==> config.mk <==
export PLATFORM = sky130hd
export DESIGN_NAME = spi_xfer_master
export DESIGN_NICKNAME = d
export VERILOG_FILES = /design/src/rtl/spi_xfer_pkg.sv /design/src/rtl/spi_rate_gen.sv /design/src/rtl/spi_shift_engine.sv /design/src/rtl/spi_xfer_master.sv
export SDC_FILE = /design/constraint.sdc
export NUM_CORES = 1
export LEC_CHECK = 0
export ABC_CLOCK_PERIOD_IN_PS = 4800
export BUFFER_PORTS_ARGS = -buffer_cell sky130_fd_sc_hd__buf_2
export CELL_PAD_IN_SITES_DETAIL_PLACEMENT = 1
export CELL_PAD_IN_SITES_GLOBAL_PLACEMENT = 1
export CORE_MARGIN = 2
export CORE_UTILIZATION = 49
export DETAILED_ROUTE_END_ITERATION = 16
export PLACE_DENSITY_LB_ADDON = 0.08
export SLEW_MARGIN = 15
export SYNTH_ARGS = -nofsm -noshare
export SYNTH_HDL_FRONTEND = slang
export SYNTH_SLANG_ARGS = --single-unit
==> constraint.sdc <==
create_clock -name clk -period 4.8 [get_ports clk]
set_clock_uncertainty 0.1 [all_clocks]
set_input_delay 0.96 -clock clk [delete_from_list [all_inputs] [get_ports clk]]
set_output_delay 0.96 -clock clk [all_outputs]
set_load 0.02 [all_outputs]
==> src/rtl/spi_xfer_pkg.sv <==
package spi_xfer_pkg;

    // Half-period of SCK in system clocks for a given rate code.
    // The all-ones code is the fastest setting; the rest double per step.
    function automatic int unsigned spi_half_len(input logic [31:0] code,
                                                 input int unsigned sel_w);
        if (code == ((32'd1 << sel_w) - 32'd1))
            return 1;
        return 32'd1 << (code + 32'd1);
    endfunction

endpackage

==> src/rtl/spi_rate_gen.sv <==
module spi_rate_gen
    import spi_xfer_pkg::*;
#(
    parameter int SEL_W = 3
) (
    input  logic             clk,
    input  logic             rst_n,
    input  logic             run,
    input  logic [SEL_W-1:0] rate,
    output logic             tick
);
    localparam int HALF_MAX = 1 << ((1 << SEL_W) - 1);
    localparam int CNT_W    = (HALF_MAX > 1) ? $clog2(HALF_MAX) : 1;

    logic [CNT_W-1:0] cnt_d, cnt_q;
    logic [CNT_W-1:0] last;

    always_comb begin
        last  = CNT_W'(spi_half_len(32'(rate), SEL_W) - 1);
        tick  = run && (cnt_q == last);
        cnt_d = cnt_q;
        if (!run || tick)
            cnt_d = '0;
        else
            cnt_d = cnt_q + 1'b1;
    end

    always_ff @(posedge clk or negedge rst_n) begin
        if (!rst_n) cnt_q <= '0;
        else        cnt_q <= cnt_d;
    end

    // the counter never passes the terminal value of the selected rate
    a_r3_cnt_in_window: assert property (@(posedge clk) disable iff (!rst_n)
        run && $stable(rate) |-> cnt_q <= last);

endmodule

==> src/rtl/spi_shift_engine.sv <==
module spi_shift_engine #(
    parameter int DATA_W = 8,
    parameter int SEL_W  = 3
) (
    input  logic              clk,
    input  logic              rst_n,
    input  logic              en,
    input  logic              start,
    input  logic              cpol,
    input  logic              cpha,
    input  logic [SEL_W-1:0]  rate_sel,
    input  logic [DATA_W-1:0] tx_data,
    input  logic              miso,
    input  logic              tick,
    output logic [SEL_W-1:0]  rate_q,
    output logic              busy,
    output logic              sck_q,
    output logic              mosi,
    output logic              ss_n,
    output logic [DATA_W-1:0] rx_data,
    output logic              rx_done
);
    localparam int EDGES  = 2 * DATA_W;
    localparam int ECNT_W = $clog2(EDGES + 1);

    typedef struct packed {
        logic              busy;
        logic              ss_n;
        logic              sck;
        logic              mosi;
        logic              done;
        logic              cpol;
        logic              cpha;
        logic [SEL_W-1:0]  rate;
        logic [ECNT_W-1:0] ecnt;
        logic [DATA_W-1:0] tx;
        logic [DATA_W-1:0] rx;
        logic [DATA_W-1:0] rx_out;
    } eng_t;

    eng_t d, q;
    logic lead_edge;

    always_comb begin
        d         = q;
        d.done    = 1'b0;
        lead_edge = ~q.ecnt[0];
        if (!q.busy) begin
            if (en && start) begin
                d.busy = 1'b1;
                d.ss_n = 1'b0;
                d.cpol = cpol;
                d.cpha = cpha;
                d.rate = rate_sel;
                d.ecnt = '0;
                d.sck  = cpol;
                d.rx   = '0;
                if (cpha) begin
                    d.mosi = 1'b0;
                    d.tx   = tx_data;
                end else begin
                    d.mosi = tx_data[DATA_W-1];
                    d.tx   = {tx_data[DATA_W-2:0], 1'b0};
                end
            end
        end else if (!en) begin
            d.busy = 1'b0;
            d.ss_n = 1'b1;
            d.mosi = 1'b0;
        end else if (tick) begin
            if (q.ecnt == ECNT_W'(EDGES)) begin
                d.busy   = 1'b0;
                d.ss_n   = 1'b1;
                d.mosi   = 1'b0;
                d.done   = 1'b1;
                d.rx_out = q.rx;
            end else begin
                d.sck  = ~q.sck;
                d.ecnt = q.ecnt + 1'b1;
                if (lead_edge ^ q.cpha) begin
                    d.rx = {q.rx[DATA_W-2:0], miso};
                end else begin
                    d.mosi = q.tx[DATA_W-1];
                    d.tx   = {q.tx[DATA_W-2:0], 1'b0};
                end
            end
        end
    end

    always_ff @(posedge clk or negedge rst_n) begin
        if (!rst_n) begin
            q      <= '0;
            q.ss_n <= 1'b1;
            q.sck  <= 1'b1;
        end else begin
            q <= d;
        end
    end

    assign rate_q  = q.rate;
    assign busy    = q.busy;
    assign sck_q   = q.sck;
    assign mosi    = q.mosi;
    assign ss_n    = q.ss_n;
    assign rx_data = q.rx_out;
    assign rx_done = q.done;

    // completion pulse lasts a single cycle
    a_r9_done_single: assert property (@(posedge clk) disable iff (!rst_n)
        rx_done |=> !rx_done);

    // a disabled edge leaves select released
    a_r1_disable_releases: assert property (@(posedge clk) disable iff (!rst_n)
        !en |=> ss_n);

    // a normal release of select only follows all sixteen edges
    a_r7_release_after_edges: assert property (@(posedge clk) disable iff (!rst_n)
        $rose(ss_n) && $past(en) |-> q.ecnt == ECNT_W'(EDGES));

    // captured settings hold for the whole transfer
    a_r11_cfg_held: assert property (@(posedge clk) disable iff (!rst_n)
        busy && $past(busy) |-> $stable(q.cpol) && $stable(q.cpha) && $stable(rate_q));

    // each tick inside the edge budget moves SCK
    a_r3_tick_moves_sck: assert property (@(posedge clk) disable iff (!rst_n)
        busy && en && tick && q.ecnt < ECNT_W'(EDGES) |=> sck_q != $past(sck_q));

endmodule

==> src/rtl/spi_xfer_master.sv <==
module spi_xfer_master #(
    parameter int DATA_W = 8,
    parameter int SEL_W  = 3
) (
    input  logic              clk,
    input  logic              rst_n,
    input  logic              en,
    input  logic              cpol,
    input  logic              cpha,
    input  logic [SEL_W-1:0]  rate_sel,
    input  logic              start,
    input  logic [DATA_W-1:0] tx_data,
    input  logic              miso,
    output logic              sck,
    output logic              mosi,
    output logic              ss_n,
    output logic [DATA_W-1:0] rx_data,
    output logic              rx_done
);
    logic             tick;
    logic             busy;
    logic             sck_q;
    logic [SEL_W-1:0] rate_q;

    spi_rate_gen #(.SEL_W(SEL_W)) u_rate (
        .clk   (clk),
        .rst_n (rst_n),
        .run   (busy),
        .rate  (rate_q),
        .tick  (tick)
    );

    spi_shift_engine #(.DATA_W(DATA_W), .SEL_W(SEL_W)) u_engine (
        .clk      (clk),
        .rst_n    (rst_n),
        .en       (en),
        .start    (start),
        .cpol     (cpol),
        .cpha     (cpha),
        .rate_sel (rate_sel),
        .tx_data  (tx_data),
        .miso     (miso),
        .tick     (tick),
        .rate_q   (rate_q),
        .busy     (busy),
        .sck_q    (sck_q),
        .mosi     (mosi),
        .ss_n     (ss_n),
        .rx_data  (rx_data),
        .rx_done  (rx_done)
    );

    // Disabled forces high; idle follows the live polarity; transfers use the engine level.
    assign sck = !en ? 1'b1 : (busy ? sck_q : cpol);

endmodule

==> results of run 1 <==
[registers in the layout (all words and copies together), names as in the netlist, 3 cells and up]
name              count
u_engine.rx_data      8
u_engine.rate_q       3
u_engine.q           22
u_rate.cnt_q          7
[layout make-up]
cell class	count	area share, %
multi-input combinational	197	47.6
sequential	45	38.6
timing repair buffer	30	5.22
tap	72	3.08
clock buffer	5	2.35
inverter	18	2.31
clock inverter	3	0.855
[final timing paths]
| check | slack [ns] | end |
|---|---|---|
| setup / recovery | 0.99 | u_engine.q[15] |
| hold / removal | 0.40 | u_engine.ss_n |
| setup reg to reg | 0.99 | u_engine.q[15] |
| hold reg to reg | 0.40 | u_engine.ss_n |
| max in group asynchronous | 3.27 | u_engine.q[17] |
| min in group asynchronous | 0.70 | u_engine.rate_q[1] |
[layer usage]
layer	vias up	GRT usage, %	routed length, um
li1	989	-	-
met1	998	26.3	2730
met2	31	34.0	2830
met3	6	4.77	185
met4	0	4.66	54
met5	-	0	0
[cell usage after synthesis, types with 2 or more instances]
library cell  number  area share, %
a211o_1            3           0.96
a211oi_1           3           0.82
a211oi_2           3            1.4
a21oi_1            8            1.5
a31o_2             2           0.64
a31oi_1            2           0.46
and3_1             5            1.1
buf_4              9            2.5
buf_6              5            2.1
clkbuf_1           6           0.82
dfrtp_1           43             39
dfstp_2            2            1.9
ha_1               6            2.7
inv_1             18            2.5
mux2_4             9            4.9
mux2i_1           18            6.6
nand2_1           27            3.7
nand2b_1           3           0.68
nand3_1            6            1.1
nand3b_1           2           0.55
nand4_1            4           0.91
nand4b_1           2           0.64
nor2_1            36            4.9
nor2b_1            3           0.68
nor3_1            10            1.8
nor4_4             2            1.5
o211ai_1           2           0.55
o21ai_0            8            1.5
xnor2_1            8            2.6
xor2_1             2           0.64
[power groups by stage]
stage | logic (W) | registers (W) | clock network, W
after floorplan | 0.000179 | 0.000429 | 0
after detailed placement | 0.000219 | 0.000442 | 0
after CTS | 0.000220 | 0.000435 | 0.000256
after global routing | 0.000243 | 0.000440 | 0.000267
final | 0.000216 | 0.000434 | 0.000249
after global placement | 0.000213 | 0.000441 | 0
[through the flow]
stage                     cells  hold WS (ns)  setup WS, ns  cell area, sq um  utilization (%)
after detailed placement    362         0.385         0.953              2830             51.8
final                       370         0.397         0.991              2930             53.5
after floorplan             282         0.367          1.57              2750                -
after CTS                   370         0.402         0.938              2930             53.5
after global routing        370         0.432         0.660              2930             53.5
after global placement      362         0.378          1.19              2830             51.8
[worst max-delay path, cell delays in order (launching register included)]
cell and delay [ns]:
dfrtp_1 0.53, and2_4 0.24, ha_1 0.35, nor3_1 0.27
nand2b_1 0.12, ha_1 0.23, a21boi_0 0.16, o21ai_0 0.09
mux2i_1 0.27, o211ai_4 0.18, nor3_4 0.39, and3_1 0.55
mux2i_1 0.26
[cell families after synthesis]
logic type | after synthesis | share of synthesized area [%]
flip-flops | 45 | 41.1
AND/OR/NAND/NOR | 110 | 20.8
XOR/XNOR | 11 | 3.78
adder cells (fa/ha/maj) | 6 | 2.73
multiplexers | 28 | 11.9
AO/OA/AOI/OAI | 42 | 11.5
buffers and inverters | 40 | 8.11
==> results.toml, run 1 <==
[cts]
cts_tree = "built"
cts_setup_buffers = 0
numCtsBuffers = 5
cts-resized-gates = 0
clockBufferDepth = 2
clock_latency_ns = 0.31
cts.sinks = 45
htreeDepth = 2
postCtsHoldBufs = 0
clock-root-buffer = "clkbuf_8"
clk_pin_slew_ns = 0.09

[cells_and_area]
nNetsFinal = 321
layout_common_cells = "dfrtp_1, nor2_1, buf_2"
areaGrowthSynthToFinish_pct = 6.61
antenna_cells = 0
drive_above_1_share_pct = 21.8
register_area_sq_um = 1130
num-fill-cells = 636
mostFrequentLayoutCell = "dfrtp_1"
multiInputGateArea_sq_um = 1390

[detailed_routing]
post_drt_via_cell_ratio = 5.47
wirelength_um = 5800
wl_per_cell_um = 15.7
dr.first_iter.drc_count = 84
drtPass1Iterations = 4
drc = 0
antenna_left = 0
num_vias = 2024

[setup_path]
critical_path.max_fanout = 13
worstPathArrival_ns = 3.94
crit_path_start = "u_engine.rate_q[0]"
end_kind = "flop"
crit_type = "flop to flop"
rr_worst_depth = 12
reg2reg_from = "u_engine.rate_q[0]"
cp.required_ns = 4.93
cp-start-kind = "flop"

[power_and_ir_drop]
p_sw_w = 0.000297
vdd_drop_max_mv = 0.151
power_frac_comb_pct = 24.1
power_density_nw_per_um2 = 307
p_leak_nw = 1.33
pwr-share-seq_pct = 48.3
p_clk_share_pct = 27.7
swShare_pct = 33.0
total_power_w = 0.000900
intPower_w = 0.000603

[die]
core.rowCount = 27
pin_count = 30
start_util_pct = 50.2
dieArea_sq_um = 6220
die_w_um = 78.9
core_area_sq_um = 5470
die_h_um = 78.9

[worst_hold_path]
holdPathStages = 2
min_path_type = "flop to flop"
hp-start = "u_engine.ss_n"

[synth]
synth_fp_nets = 306
async_reset_ff_share_pct = 100
synth-main-ff-cell = "dfrtp_1"
syn_inst = 282
synth.avg_cell_area_sq_um = 9.73
ys_types = 55
yosys_warnings = 0
synth_edf_count = 0
ys_ff_latch = 45
ys_seq_area_share_pct = 41.1
syn_area_sq_um = 2750

[sta]
relSlewSlack_pct = 33.2
tightest_slew_ns = 1.00
timing.final.crit_share_pct = 79.4
slew_violations = 0
min_period_ns = 3.81
tns_ns = 0
setup_viol_count_final = 0
hold_viol_final = 0
rsz0062_at_grt = "false"
max_freq_mhz = 263

[global_routing]
gr-total-overflow = 0
grtUsageTotal_pct = 20.1
grt_pass1_wl_um = 9720
first_global_vias = 2022
grt_antenna_before_repair = 0
grt_max_degree = 46

[placed_design]
place.gp.congestion = 0.780
dp_hpwl_um = 4310
port_buffers = 29

[status]
status = "finished, final reports clean"

[job]
drv_cap = 0
(Power assumes the default switching activity.)
==> inputs of run 2 (changes only) <==
- ABC_CLOCK_PERIOD_IN_PS: 4800 -> 3640
- CORE_UTILIZATION: 49 -> 46
- clock period: 4.8 -> 3.64 ns (I/O delays scaled with it)
==> results.toml, run 2 (synthesis gave the netlist of run 1 again) <==
[status]
status = "finished, final reports clean"

[detailed_routing]
antenna_left = 0
drtPass1Iterations = 4
post_drt_via_cell_ratio = 5.37
num_vias = 2035
wirelength_um = 5760
wl_per_cell_um = 15.2
drc = 0
dr.first_iter.drc_count = 86

[global_routing]
grt_antenna_before_repair = 0
grt_pass1_wl_um = 9980
grt_max_degree = 46
use_met1_pct = 26.6
grt.busiest_layer = "met2"
grtUsageTotal_pct = 19.4
met3_usage_pct = 3.44
use_met2_pct = 31.4
gr-total-overflow = 0
first_global_vias = 2097

[worst_hold_path]
min_path_type = "flop to flop"
hp-start = "u_engine.ss_n"

[power_and_ir_drop]
swShare_pct = 32.9
power_density_nw_per_um2 = 401
pwr-share-seq_pct = 47.1
p_sw_w = 0.000393
intPower_w = 0.000802
p_clk_share_pct = 27.4
vdd_drop_max_mv = 0.183
p_leak_nw = 1.36
power_frac_comb_pct = 25.5

[placed_design]
dp_hpwl_um = 4190
place_inst = 371
port_buffers = 29
placed_area_sq_um = 2880
place.gp.congestion = 0.781

[cells_and_area]
nNetsFinal = 327
mostFrequentLayoutCell = "dfrtp_1"
multiInputGateArea_sq_um = 1400
largest_register_ffs = 22
drive_above_1_share_pct = 23.7
final_core_util_pct = 50.9
register_area_sq_um = 1130
finalInstanceArea_sq_um = 2980
regMostFlops = "u_engine.q"
antenna_cells = 0
final_cells = 379
layout_common_cells = "dfrtp_1, nor2_1, buf_2"
areaGrowthSynthToFinish_pct = 8.57
num-fill-cells = 709

[cts]
clock_latency_ns = 0.30
clk_pin_slew_ns = 0.09
cts_tree = "built"
clock-root-buffer = "clkbuf_8"
postCtsHoldBufs = 0
cts_setup_buffers = 0
numCtsBuffers = 5
cts-resized-gates = 0
clockBufferDepth = 2
cts.sinks = 45
htreeDepth = 2

[setup_path]
cp.required_ns = 3.76
crit_type = "flop to flop"
crit_path_start = "u_engine.rate_q[2]"
critPathSlowestCell = "dfrtp_1"
critical_path.max_fanout = 10
path_buf_inv = 2
end_kind = "flop"
crit_chain = "ha_1, nor3_2, nand2b_1, ha_1, a21boi_0, o21ai_0, mux2i_1, o211ai_4, nor3_4, buf_4, and3_1, buf_4, mux2i_1"
cp-start-kind = "flop"
critPathTopFamily = "simple AND/OR/NAND/NOR gates"
reg2reg_from = "u_engine.rate_q[2]"
max_stage_delay_ns = 0.49
worstPathArrival_ns = 3.39

[die]
start_util_pct = 46.9
die_w_um = 81.3
core.rowCount = 28
dieArea_sq_um = 6600
core_area_sq_um = 5850
pin_count = 30
die_h_um = 81.3

[job]
drv_cap = 0

[sta]
setup_viol_count_final = 0
tns_ns = 0
max_freq_mhz = 306
min_period_ns = 3.27
slew_violations = 0
timing.final.crit_share_pct = 89.9
whs_ns = 0.400
rsz0062_at_grt = "false"
tightest_slew_ns = 1.02
relSlewSlack_pct = 32.1
hold_viol_final = 0
==> run 2: changes by cell type in the layout (fill, tap and decap cells not counted), sizes merged <==
cell	previous run	this run
buf	30	36
==> run 2: power by group through the flow <==
stage	registers (W)	clock network (W)	logic (W)
6_report	0.000563	0.000328	0.000304
4_1_cts	0.000563	0.000342	0.000306
3_5_place_dp	0.000572	0	0.000304
2_1_floorplan	0.000566	0	0.000236
3_3_place_gp	0.000572	0	0.000300
5_1_grt	0.000568	0.000365	0.000342
==> run 2: worst paths after layout <==
kind | to | slack, ns | cells past startpoint
min in group asynchronous | u_rate.cnt_q[6] | 0.49 | 1
min | u_engine.ss_n | 0.40 | 2
max reg2reg | u_engine.q[11] | 0.37 | 13
max | u_engine.q[11] | 0.37 | 13
max in group asynchronous | u_rate.cnt_q[0] | 2.32 | 1
min reg2reg | u_engine.ss_n | 0.40 | 2
==> run 2: through the flow <==
| stage | total power [W] | worst slack, ns |
|---|---|---|
| 6_report | 0.00119 | 0.369 |
| 2_1_floorplan | 0.000802 | 0.413 |
| 5_1_grt | 0.00128 | 0.0988 |
| 3_5_place_dp | 0.000876 | 0.316 |
| 3_3_place_gp | 0.000872 | 0.469 |
| 4_1_cts | 0.00121 | 0.243 |
==> run 2: cell type report <==
class                      instances  area share (%)
multi-input combinational        197            46.9
sequential                        45            37.9
timing repair buffer              36            6.63
tap                               75            3.15
clock buffer                       5            2.31
inverter                          18            2.27
clock inverter                     3           0.840
==> run 2: routing by layer <==
layer  part of all wire (%)  routed length, um  vias up
met5                      0                  0        -
met4                    1.7                100        0
li1                       -                  -     1002
met1                     47               2720      994
met2                     48               2760       33
met3                    3.0                174        6
==> run 2: worst min-delay path: cells and delay by family, from the launching register on <==
kind | cells | cell delay [ns]
DFF | 1 | 0.38
AOI/OAI and AO/OA | 1 | 0.07
buffers and inverters | 1 | 0.05
==> inputs of run 3 (changes only) <==
- ABC_CLOCK_PERIOD_IN_PS: 3640 -> 3200
- clock period: 3.64 -> 3.2 ns (I/O delays scaled with it)
==> results.toml, run 3 (synthesis gave the netlist of run 1 again) <==
[status]
status = "finished, final reports clean"

[sta]
relSlewSlack_pct = 66.4
min_period_ns = 3.09
setup_ws_ns = 0.108
timing.final.crit_share_pct = 96.6
rsz0062_at_grt = "true"
setup_viol_count_final = 0
whs_ns = 0.157
slew_violations = 0
hold_viol_final = 0
tightest_slew_ns = 0.502
max_freq_mhz = 323

[cells_and_area]
largest_register_ffs = 22
finalInstanceArea_sq_um = 3140
regMostFlops = "u_engine.q"
drive_above_1_share_pct = 28.7
nNetsFinal = 337
areaGrowthSynthToFinish_pct = 14.5
mostFrequentLayoutCell = "dfrtp_1"
layout_common_cells = "dfrtp_1, nor2_1, buf_2"
antenna_cells = 0

[setup_path]
max_stage_delay_ns = 0.40
critPathSlowestCell = "dfrtp_1"
cp-start-kind = "flop"
cp.required_ns = 3.30
crit_chain = "and2_4, ha_4, nor3_4, nand2b_1, ha_4, xnor2_2, and3_4, nor3_4, o211ai_4, nor3_4, and4_4, mux2_4"
crit_top_cell = "nor3_4"
end_kind = "flop"
critical_path.max_fanout = 5
worstPathArrival_ns = 3.19
crit_type = "flop to flop"

[cts]
numCtsBuffers = 5
cts_tree = "built"
clock-root-buffer = "clkbuf_8"
htreeDepth = 2
clock_latency_ns = 0.31
clk_pin_slew_ns = 0.09
clockBufferDepth = 2
postCtsHoldBufs = 0
cts.sinks = 45

[placed_design]
dp_slack_ns = 0.0619
placed_area_sq_um = 2930
dp_hpwl_um = 4230
port_buffers = 29
place.gp.congestion = 0.774

[detailed_routing]
num_vias = 2087
drtPass1Iterations = 4
dr.first_iter.drc_count = 82
wl_per_cell_um = 15.8
drc = 0
wirelength_um = 6130
antenna_left = 0
post_drt_via_cell_ratio = 5.37

[global_routing]
met3_usage_pct = 3.33
first_global_vias = 1968
gr-total-overflow = 0
grtUsageTotal_pct = 19.1
grt_antenna_before_repair = 0
grt_pass1_wl_um = 9740
use_met2_pct = 30.2
grt_max_degree = 30
grt.busiest_layer = "met2"
use_met1_pct = 27.5

[die]
start_util_pct = 46.9
dieArea_sq_um = 6600
die_w_um = 81.3
core.rowCount = 28
die_h_um = 81.3
pin_count = 30
core_area_sq_um = 5850

[power_and_ir_drop]
p_leak_nw = 1.41
power_density_nw_per_um2 = 454
vdd_drop_max_mv = 0.251

[job]
drv_cap = 0

[worst_hold_path]
min_path_type = "primary input to asynchronous set/reset pin"
-- run 3: layout make-up --
cell class              count  area, sq um
repair buffers             45          287
inverters                  18         67.6
clock inverters             3         25.0
clock buffers               5         68.8
well taps                  75         93.8
flip-flops and latches     45         1130
fillers                   673         2710
multi-input cells         198         1470
-- run 3: worst max-delay path, delay by kind of cell (launching register included) --
family,cells,cell delay (ns)
DFF,1,0.40
xor gates and xnor gates,1,0.13
and+or+nand+nor,7,1.47
adders and majority gates,2,0.41
AOI/OAI and AO/OA,1,0.14
muxes,1,0.32
-- run 3: worst paths after layout --
path                                          from  cells after the start  slack, ns                   to
min in group clk                     u_engine.ss_n                      2       0.40        u_engine.ss_n
max in group asynchronous                    rst_n                      2       2.08        u_engine.ss_n
worst min-delay path                         rst_n                      1       0.16      u_rate.cnt_q[4]
worst max register to register  u_engine.rate_q[1]                     12       0.11  u_engine.rx_data[3]
worst min register to register       u_engine.ss_n                      2       0.40        u_engine.ss_n
worst max-delay path            u_engine.rate_q[1]                     12       0.11  u_engine.rx_data[3]
-- run 3: power breakdown --
| group | internal, W | switching, W | total (W) | leakage, nW |
|---|---|---|---|---|
| clock | 0.000159 | 0.000213 | 0.000372 | 0.0452 |
| sequential | 0.000608 | 0.0000287 | 0.000637 | 0.591 |
| combinational | 0.000185 | 0.000232 | 0.000417 | 0.777 |
| total | 0.000953 | 0.000474 | 0.00143 | 1.41 |
-- run 3: metrics by stage --
stage / setup TNS (ns) / total power [W] / util, % / cells
detailed placement: 0 / 0.00101 / 50.1 / 375
global placement: 0 / 0.00101 / 50.1 / 375
floorplan: 0 / 0.000914 / - / 282
global route: -0.128 / 0.00151 / 53.7 / 389
finish: 0 / 0.00143 / 53.7 / 389
CTS: 0 / 0.00139 / 51.7 / 383
-- run 3: layer usage --
metal  wire [um]  vias to the layer above
met2        2900                       30
met3         157                        3
li1            -                     1024
met5           0                        -
met1        3040                     1030
met4          37                        0
-- run 3: timing repair --
| item | in CTS | in global routing |
|---|---|---|
| buffers inserted | 0 | 5 |
| resized for setup | 0 | 17 |
| endpoints found under the setup margin | 0 | 34 |
